--- src/rtl/cps_pkg.sv ---
package cps_pkg;

  typedef enum logic [1:0] {
    CPS_STANDBY = 2'd0,
    CPS_HELD    = 2'd1,
    CPS_RUN     = 2'd2,
    CPS_DONE    = 2'd3
  } cps_mode_e;

  function automatic cps_mode_e cps_decode(input logic sel_n, input logic rst_lvl,
                                           input logic finished);
    cps_mode_e m;
    if (sel_n)         m = CPS_STANDBY;
    else if (!rst_lvl) m = CPS_HELD;
    else if (finished) m = CPS_DONE;
    else               m = CPS_RUN;
    return m;
  endfunction

endpackage

--- src/rtl/cps_por_hold.sv ---
module cps_por_hold #(
  parameter int READY_CYCLES = 16
) (
  input  logic cclk,
  input  logic por_n,
  output logic rst_sync_n,
  output logic pull_low
);
  localparam int CW = (READY_CYCLES < 1) ? 1 : $clog2(READY_CYCLES + 1);
  localparam logic [CW-1:0] LIMIT = CW'(READY_CYCLES);

  logic       sync_q1, sync_q2;
  logic [CW-1:0] wait_q, wait_d;
  logic          wait_en;

  // reset synchronizer: asserts at once, releases on the clock
  always_ff @(posedge cclk or negedge por_n) begin
    if (!por_n) begin
      sync_q1 <= 1'b0;
      sync_q2 <= 1'b0;
    end else begin
      sync_q1 <= 1'b1;
      sync_q2 <= sync_q1;
    end
  end
  assign rst_sync_n = sync_q2;

  assign wait_en = (wait_q != LIMIT);
  always_comb wait_d = wait_q + 1'b1;

  always_ff @(posedge cclk or negedge rst_sync_n) begin
    if (!rst_sync_n)  wait_q <= '0;
    else if (wait_en) wait_q <= wait_d;
  end

  assign pull_low = wait_en;

  // once released, the pull request never comes back
  p_release_sticky_r1: assert property (@(posedge cclk) disable iff (!rst_sync_n)
    !pull_low |=> !pull_low);
  // the settling counter only moves forward
  p_wait_forward_r1: assert property (@(posedge cclk) disable iff (!rst_sync_n)
    pull_low |=> (wait_q == $past(wait_q) + 1'b1));

endmodule

--- src/rtl/cps_addr_ctr.sv ---
module cps_addr_ctr #(
  parameter int DEPTH = 32,
  parameter int AW    = 5
) (
  input  logic          cclk,
  input  logic          rst_n,
  input  logic          run,
  output logic [AW-1:0] addr,
  output logic          done
);
  localparam logic [AW-1:0] TC = AW'(DEPTH - 1);

  logic [AW-1:0] addr_q, addr_d;
  logic          done_q, done_d;
  logic          upd;

  always_comb begin
    addr_d = addr_q;
    done_d = done_q;
    if (!run) begin
      addr_d = '0;
      done_d = 1'b0;
    end else if (!done_q) begin
      if (addr_q == TC) done_d = 1'b1;
      else              addr_d = addr_q + 1'b1;
    end
  end

  // clock enable: only when something can change
  assign upd = run ? !done_q : ((addr_q != '0) || done_q);

  always_ff @(posedge cclk or negedge rst_n) begin
    if (!rst_n) begin
      addr_q <= '0;
      done_q <= 1'b0;
    end else if (upd) begin
      addr_q <= addr_d;
      done_q <= done_d;
    end
  end

  assign addr = addr_q;
  assign done = done_q;

  p_step_one_r3: assert property (@(posedge cclk) disable iff (!rst_n)
    (run && !done_q && addr_q != TC) |=> (addr_q == $past(addr_q) + 1'b1) && !done_q);
  p_mark_at_tc_r4: assert property (@(posedge cclk) disable iff (!rst_n)
    (run && !done_q && addr_q == TC) |=> done_q && (addr_q == TC));
  p_saturate_r4: assert property (@(posedge cclk) disable iff (!rst_n)
    (run && done_q) |=> done_q && (addr_q == TC));
  p_clear_r5: assert property (@(posedge cclk) disable iff (!rst_n)
    !run |=> (addr_q == '0) && !done_q);

endmodule

--- src/rtl/cps_bit_rom.sv ---
module cps_bit_rom #(
  parameter int                 DEPTH     = 32,
  parameter int                 AW        = 5,
  parameter logic [DEPTH-1:0]   INIT_BITS = '0
) (
  input  logic [AW-1:0] addr,
  output logic          bit_o
);
  generate
    if ((1 << AW) == DEPTH) begin : g_full
      assign bit_o = INIT_BITS[addr];
    end else begin : g_partial
      always_comb begin
        bit_o = 1'b0;
        for (int i = 0; i < DEPTH; i++)
          if (addr == AW'(i)) bit_o = INIT_BITS[i];
      end
    end
  endgenerate
endmodule

--- src/rtl/cfg_prom_seq.sv ---
module cfg_prom_seq
  import cps_pkg::*;
#(
  parameter int               DEPTH        = 32,
  parameter int               READY_CYCLES = 16,
  parameter logic [DEPTH-1:0] INIT_BITS    = 32'hC3A5_0F96
) (
  input  logic cclk,
  input  logic por_n,
  input  logic ce_n,
  input  logic oe_rst_ext,
  output logic oe_pull_low,
  output logic dout,
  output logic dout_en,
  output logic ceo,
  output logic low_power
);
  localparam int AW = (DEPTH > 1) ? $clog2(DEPTH) : 1;

  logic          rst_sync_n;
  logic          rst_lvl;
  logic          run;
  logic          done;
  logic          rom_bit;
  logic [AW-1:0] addr;
  cps_mode_e     mode;

  cps_por_hold #(.READY_CYCLES(READY_CYCLES)) u_por (
    .cclk(cclk), .por_n(por_n), .rst_sync_n(rst_sync_n), .pull_low(oe_pull_low)
  );

  // open-drain line: own pull-low wins over the external level
  assign rst_lvl = oe_rst_ext & ~oe_pull_low;
  assign mode    = cps_decode(ce_n, rst_lvl, done);
  assign run     = (mode == CPS_RUN) || (mode == CPS_DONE);

  cps_addr_ctr #(.DEPTH(DEPTH), .AW(AW)) u_ctr (
    .cclk(cclk), .rst_n(rst_sync_n), .run(run), .addr(addr), .done(done)
  );

  cps_bit_rom #(.DEPTH(DEPTH), .AW(AW), .INIT_BITS(INIT_BITS)) u_rom (
    .addr(addr), .bit_o(rom_bit)
  );

  assign dout_en   = (mode == CPS_RUN);
  assign dout      = dout_en & rom_bit;
  assign ceo       = (mode != CPS_DONE);
  assign low_power = (mode == CPS_STANDBY);

  p_pull_blocks_r2: assert property (@(posedge cclk) disable iff (!rst_sync_n)
    oe_pull_low |-> (!dout_en && ceo));
  p_ceo_needs_enable_r4: assert property (@(posedge cclk) disable iff (!rst_sync_n)
    !ceo |-> (!ce_n && oe_rst_ext && !oe_pull_low));
  p_held_quiet_r5: assert property (@(posedge cclk) disable iff (!rst_sync_n)
    (!ce_n && !oe_rst_ext) |-> (!dout_en && ceo && !low_power));
  p_standby_r6: assert property (@(posedge cclk) disable iff (!rst_sync_n)
    ce_n |-> (low_power && !dout_en && ceo));
  p_dout_quiet_r8: assert property (@(posedge cclk) disable iff (!rst_sync_n)
    !dout_en |-> !dout);

endmodule

--- config.mk ---
export PLATFORM = sky130hd
export DESIGN_NAME = cfg_prom_seq
export DESIGN_NICKNAME = d
export VERILOG_FILES = /design/src/rtl/cps_pkg.sv /design/src/rtl/cps_por_hold.sv /design/src/rtl/cps_addr_ctr.sv /design/src/rtl/cps_bit_rom.sv /design/src/rtl/cfg_prom_seq.sv
export SDC_FILE = /design/constraint.sdc
export NUM_CORES = 1
export LEC_CHECK = 0
export CAP_MARGIN = 20
export CORE_MARGIN = 1
export CORE_UTILIZATION = 51
export DETAILED_ROUTE_END_ITERATION = 8
export HOLD_SLACK_MARGIN = 0.08
export PLACE_DENSITY = 0.77
export SLEW_MARGIN = 0
export SYNTH_ARGS = -nofsm -noshare
export SYNTH_HDL_FRONTEND = slang
export SYNTH_SLANG_ARGS = --single-unit
--- constraint.sdc ---
create_clock -name cclk -period 1.55 [get_ports cclk]
set_input_delay 0.155 -clock cclk [delete_from_list [all_inputs] [get_ports cclk]]
set_output_delay 0.155 -clock cclk [all_outputs]
set_load 0.02 [all_outputs]
==> results of run 1 <==
==> cells by family after synthesis <==
logic type	share of synthesized area
buffers and inverters	0.0486
adder cells (fa/ha/maj)	0.108
AO/OA/AOI/OAI	0.0613
XOR/XNOR	0.0757
multiplexers	0.0468
AND/OR/NAND/NOR	0.186
flip-flops	0.468
other	0.00540
==> metrics by stage <==
step	util	hold slack [ps]	area, um^2	cells
floorplan	-	-141	712	66
global placement	0.800	194	948	106
detailed placement	0.800	190	948	106
CTS	0.919	189	1090	116
==> what timing repair did <==
| item | in CTS |
|---|---|
| gates cloned | 0 |
| pin swaps | 7 |
| endpoints found under the setup margin | 11 |
| hold buffers | 1 |
| endpoints found under the hold margin | 2 |
| resized for setup | 34 |
| setup buffers | 5 |
==> metrics, run 1 <==
htree depth=1; Clock Sinks=13; Synth Register Bits=13; die height=about 39 um; Max clock buf depth=2; die width=approximately 39 um; pin count of the biggest net entering global routing=12; Starting Density=0.585; Syn Area/Cell=10.5 um^2; initial antenna violation count=0; synth top area cells=dfrtp_1 (47%), ha_1 (11%), xnor2_1 (5.0%); Synth Warn #=0; port bufs=8; EDFF count, synth=0; share of the synthesized area in the top cell type=0.468; Post-synth ARST share=1.00; most frequent cell after synthesis=dfrtp_1; routability congestion estimate=0.794; Root Buffer=clkbuf_4; status=did not finish; Num CTS Buffers=3; Synth area leader=dfrtp_1; Setup WS pre-CTS=-657 ps; Post-Syn Area=~690 um^2; Worst Endpoint after GRT Repair=dout; Mapped Nets=between 70 and 80; Tool Error=[ERROR DPL-0033] detailed placement checks failed during check placement.; Top-Level Pins=9; Halt Stage=global routing (5_1_grt); Synth Flop Type=dfrtp_1; Synth top cells by count=dfrtp_1 (13), ha_1 (6), inv_1 (6), nor2_1 (6); hpwl dp=roughly 1.2 mm; sequential share of the synthesized area=0.468; Yosys cell types=25; Core Rows=12; Cells after Synth=66; type of pin the worst path ends at=top-level output
==> inputs of run 2 (changes only) <==
--- a/config.mk
+++ b/config.mk
@@ -6,11 +6,10 @@
 export NUM_CORES = 1
 export LEC_CHECK = 0
 export CAP_MARGIN = 20
-export CORE_MARGIN = 1
-export CORE_UTILIZATION = 51
+export CORE_AREA = 2 2 63 65
 export DETAILED_ROUTE_END_ITERATION = 8
-export HOLD_SLACK_MARGIN = 0.08
-export PLACE_DENSITY = 0.77
+export DIE_AREA = 0 0 65 67
+export PLACE_DENSITY_LB_ADDON = 0.15
 export SLEW_MARGIN = 0
 export SYNTH_ARGS = -nofsm -noshare
 export SYNTH_HDL_FRONTEND = slang
==> metrics, run 2 <==
number of global-route vias before repair=634; hpwl dp=1.12 mm; Residual DRC=0; first-pass detailed-route iteration total=4; clk_skew=around 8.3 ps; die width=around 65 um; Pleak=between 0.0005 and 0.0006 uW; Synth Flop Type=dfrtp_1; port bufs=8; RSZ-0062 raised after global routing=yes; grt ovf=0; Synth area leader=dfrtp_1; Mapped Nets=between 70 and 80; Num CTS Buffers=3; clock latency at the later pin of the worst-skew pair=250 ps; Syn Area/Cell=around 11 um^2; Total Power=approximately 1200 uW; post-route setup TNS=-784 ps; # nets final=approximately 110; Final setup viols=5; first-pass GRT wire length=around 3 mm; Synth Register Bits=13; most frequent cell after synthesis=dfrtp_1; Yosys cell types=25; Core Rows=22; Max clock buf depth=2; WL/cell=approximately 11 um; CTS tree=built; final worst path period share=1.16; total number of vias=578; WL final=roughly 1.7 mm; commonest cells after routing, fill and taps aside=buf_4 (24), dfrtp_1 (13), inv_1 (5), nor2_1 (5); initial antenna violation count=0; CTS Hold Bufs=0; Cells after Synth=66; htree depth=1; Layout area overhead=68.1%; EDFF count, synth=0; slew margin rel.=0.660; Top-Level Pins=9; post-layout min period=1800 ps; gr usage total=0.0928; Post-synth ARST share=1.00; Synth top cells by count=dfrtp_1 (13), ha_1 (6), inv_1 (6), nor2_1 (6); pin count of the biggest net entering global routing=12; Worst Hold Slack=59.8 ps; crit path capture type=output pin; Arr. time, crit path=roughly 1700 ps; Routed Antenna Nets=0; clock slew at reported path FFs=roughly 70 ps; Die Area=0.00436 mm^2; Final Hold Viols=0; layout cells sized above 1=0.495; worst-margin pin slew=just over 500 ps; Pwr Density=roughly 1000 mW/mm^2; Iter 0 DRT Violations=15; routability congestion estimate=roughly 0.73; Starting Density=0.193; maxcap violations=0; VDD IR-drop max=roughly 260 uV; Req. time, crit path=~1400 ps; CP Launch Type=flop; most common cell after layout, fill and taps aside=buf_4; Root Buffer=clkbuf_8; die height=roughly 67 um; Worst Path Class, Setup=flop to output pin; Setup WS pre-CTS=-524 ps; CP max FO=3; Final Util=0.324; Synth Warn #=0; status=finished, violations left; vias per cell=about 3.9; HP Class=input port to async pin; number of fill cells=approximately 360; slack of the critical path=-251 ps; share of the synthesized area in the top cell type=0.468; sequential share of the synthesized area=0.468; Post-Syn Area=694 um^2; Max Clk Rate=~560 MHz; Final Max Tran Viols=0; synth top area cells=dfrtp_1 (47%), ha_1 (11%), xnor2_1 (5.0%); failing checks=setup timing; Inserted Diodes=0; core area=0.00361 mm^2; Clock Sinks=13
[run 2: cell counts after synthesis]
No cell type changed its count.
[run 2: worst paths after layout]
kind	slack (ps)	to	cells past startpoint	startpoint
worst min register to register	200	u_ctr.addr[2]	0	u_por.rst_sync_n
max in group asynchronous	1000	u_por.wait_q[3]	0	u_por.rst_sync_n
min in group cclk	360	u_por.rst_sync_n	0	u_por.sync_q1
worst max register to register	-200	u_ctr.addr[0]	8	u_por.wait_q[0]
worst max-delay path	-250	dout	6	u_ctr.addr[1]
worst min-delay path	60	u_por.sync_q1	1	por_n
[run 2: worst max-delay path, stage by stage, from the launching register on]
cell and delay [ps]:
dfrtp_1 410, inv_1 110, ha_4 210, a211o_1 270, a21oi_2 190, nor4_4 60
buf_4 150
[run 2: where the power goes]
| part | switching (uW) | total, uW | internal [uW] | leakage, uW |
|---|---|---|---|---|
| Sequential | 26.9 | 392 | 365 | 0.000170 |
| Combinational | 186 | 458 | 272 | 0.000355 |
| Clock | 141 | 323 | 182 | 0.0000228 |
| Total | 353 | 1170 | 819 | 0.000547 |
[run 2: kinds of logic after synthesis]
group / Yosys count / share of synthesized area
other cells: 1 / 0.00540
xor+xnor: 6 / 0.0757
fa+ha+maj: 6 / 0.108
buf+inv: 8 / 0.0486
mux: 3 / 0.0468
flops: 13 / 0.468
simple gates: 22 / 0.186
compound gates: 7 / 0.0613
[run 2: repair_timing]
| action | in CTS | in global routing |
|---|---|---|
| buffers inserted | 5 | 3 |
| pin swaps | 8 | 9 |
| gates resized for setup | 35 | 8 |
| setup endpoints to repair | 9 | 10 |
[run 2: metrics by stage]
step	area (um^2)	instances
floorplan	712	66
global placement	991	140
detailed placement	991	140
CTS	1140	148
global route	1170	149
finish	1170	149
[run 2: layout make-up]
class / instances / area [um^2] / share of cell area
multi-input combinational: 45 / 450 / 0.386
sequential: 13 / 325 / 0.279
timing repair buffer: 33 / 264 / 0.226
tap: 48 / 60.1 / 0.0514
clock buffer: 4 / 45.0 / 0.0386
inverter: 6 / 22.5 / 0.0193
[run 2: per-layer routing]
layer | vias up | wire length, um | global-route usage
met5 | - | 0 | 0
met4 | 0 | 52 | 0.0718
met3 | 4 | 61 | 0.0118
met2 | 12 | 805 | 0.157
met1 | 270 | 749 | 0.106
li1 | 292 | - | -
(Power assumes the default switching activity.)
==> inputs of run 3 (changes only) <==
--- a/config.mk
+++ b/config.mk
@@ -9,6 +9,7 @@
 export CORE_AREA = 2 2 63 65
 export DETAILED_ROUTE_END_ITERATION = 8
 export DIE_AREA = 0 0 65 67
+export MAX_ROUTING_LAYER = met4
 export PLACE_DENSITY_LB_ADDON = 0.15
 export SLEW_MARGIN = 0
 export SYNTH_ARGS = -nofsm -noshare
==> constraint.sdc (replaced) <==
create_clock -name cclk -period 2.23 [get_ports cclk]
set_input_delay 0.223 -clock cclk [delete_from_list [all_inputs] [get_ports cclk]]
set_output_delay 0.223 -clock cclk [all_outputs]
set_load 0.02 [all_outputs]
==> metrics, run 3 (synthesis gave the netlist of run 2 again) <==
Residual DRC=0; number of fill cells=approximately 370; Arr. time, crit path=roughly 1800 ps; port bufs=8; Top-Level Pins=9; WL/cell=just over 9 um; first-pass detailed-route iteration total=4; CTS Hold Bufs=0; hpwl dp=989 um; Req. time, crit path=between 2000 and 2500 ps; pin count of the biggest net entering global routing=12; commonest cells after routing, fill and taps aside=dfrtp_1 (13), buf_4 (9); Pleak=between 0.0004 and 0.0005 uW; Post-CTS Setup Inserts=0; status=complete, no violations; Inst Count DP=around 130; total number of vias=roughly 510; Iter 0 DRT Violations=22; Routed Antenna Nets=0; WL final=1.23 mm; Cell Count, Final, Fillers Out=between 100 and 150; htree depth=1; # nets final=96; clk_skew=slightly above 1 ps; Inserted Diodes=0; post-route setup TNS=0 ps; Final Hold Viols=0; maxcap violations=0; Starting Density=0.193; CP Launch Type=flop; initial antenna violation count=0; Max clock buf depth=2; post-layout instance area=932 um^2; die height=67 um; routability congestion estimate=0.766; Final setup viols=0; Final Util=0.259; vias per cell=about 3.8; final worst path period share=0.926; dpl cell area=about 890 um^2; gr usage total=0.0703; multi-input logic area=about 340 um^2; register area=~330 um^2; Layout area overhead=34.2%; R2R Setup Slk=350 ps; CP max FO=2; most common cell after layout, fill and taps aside=dfrtp_1; Max Clk Rate=approximately 480 MHz; CTS tree=built; Final Max Tran Viols=0; VDD IR-drop max=roughly 160 uV; Clock Sinks=13; Worst Path Class, Setup=flop to output pin; die width=between 60 and 70 um; number of global-route vias before repair=491; post-layout min period=slightly above 2000 ps; Root Buffer=clkbuf_8; Die Area=0.00436 mm^2; core area=between 0.003 and 0.004 mm^2; Num CTS Buffers=3; Pwr Density=677 mW/mm^2; grt ovf=0; first-pass GRT wire length=between 2 and 2.5 mm; clock latency at the later pin of the worst-skew pair=240 ps; crit path capture type=output pin; RSZ-0062 raised after global routing=no; layout cells sized above 1=0.212; HP Class=input port to async pin; clock slew at reported path FFs=50 ps; Core Rows=22
-- run 3: cell count changes in the layout (fill, tap and decap cells not counted), sizes merged --
cell           previous run  this run
clkbuf                    4         6
clkdlybuf4s50             4         6
buf                      29         9
-- run 3: metal layers --
metal / up-vias / GRT usage / share of wire
met1: 233 / 0.0762 / 0.50
met2: 10 / 0.102 / 0.44
met5: - / - / 0
met3: 2 / 0.0236 / 0.040
li1: 262 / - / -
met4: 0 / 0.0638 / 0.022
-- run 3: worst paths after layout --
path,startpoint,end,cells past startpoint
worst max register to register,u_ctr.addr[0],u_ctr.addr[0],7
worst max-delay path,u_por.wait_q[0],ceo,6
min in group cclk,u_por.sync_q1,u_por.rst_sync_n,0
worst min register to register,u_por.rst_sync_n,u_ctr.addr[2],0
worst min-delay path,por_n,u_por.rst_sync_n,1
max in group asynchronous,u_por.rst_sync_n,u_por.wait_q[3],0
-- run 3: where the power goes --
part / internal [uW] / total, uW / switching (uW) / leakage [uW]
logic: 83.8 / 158 / 74.0 / 0.000251
registers: 254 / 270 / 16.7 / 0.000170
clock network: 126 / 203 / 77.1 / 0.0000228
total: 463 / 631 / 168 / 0.000444
-- run 3: critical path, cell delays in order, from the launching register on --
cell and delay [ps]:
dfrtp_1 370, inv_1 60, ha_1 120, nor4bb_2 240
buf_4 180, nand4b_1 80, clkdlybuf4s50_1 550
-- run 3: metrics by stage --
stage / hold WS, ps / power (uW) / worst slack [ps]
6_report: 143 / 631 / 165
5_1_grt: 132 / 683 / 28.3
4_1_cts: 138 / 643 / 57.0
3_5_place_dp: 198 / 437 / -35.6
3_3_place_gp: 217 / 441 / -13.2
2_1_floorplan: -72.6 / 382 / 219
-- run 3: final cells by class --
| class | count | area share |
|---|---|---|
| flip-flops and latches | 13 | 0.349 |
| multi-input cells | 45 | 0.366 |
| inverters | 6 | 0.0242 |
| repair buffers | 17 | 0.148 |
| well taps | 48 | 0.0644 |
| clock buffers | 4 | 0.0483 |
-- run 3: timing repair --
item / in CTS / in global routing
setup endpoints to repair: 2 / 2
gates cloned: 0 / 0
pin swaps: 0 / 0
endpoints found under the hold margin: 0 / 0
gates resized for setup: 3 / 5
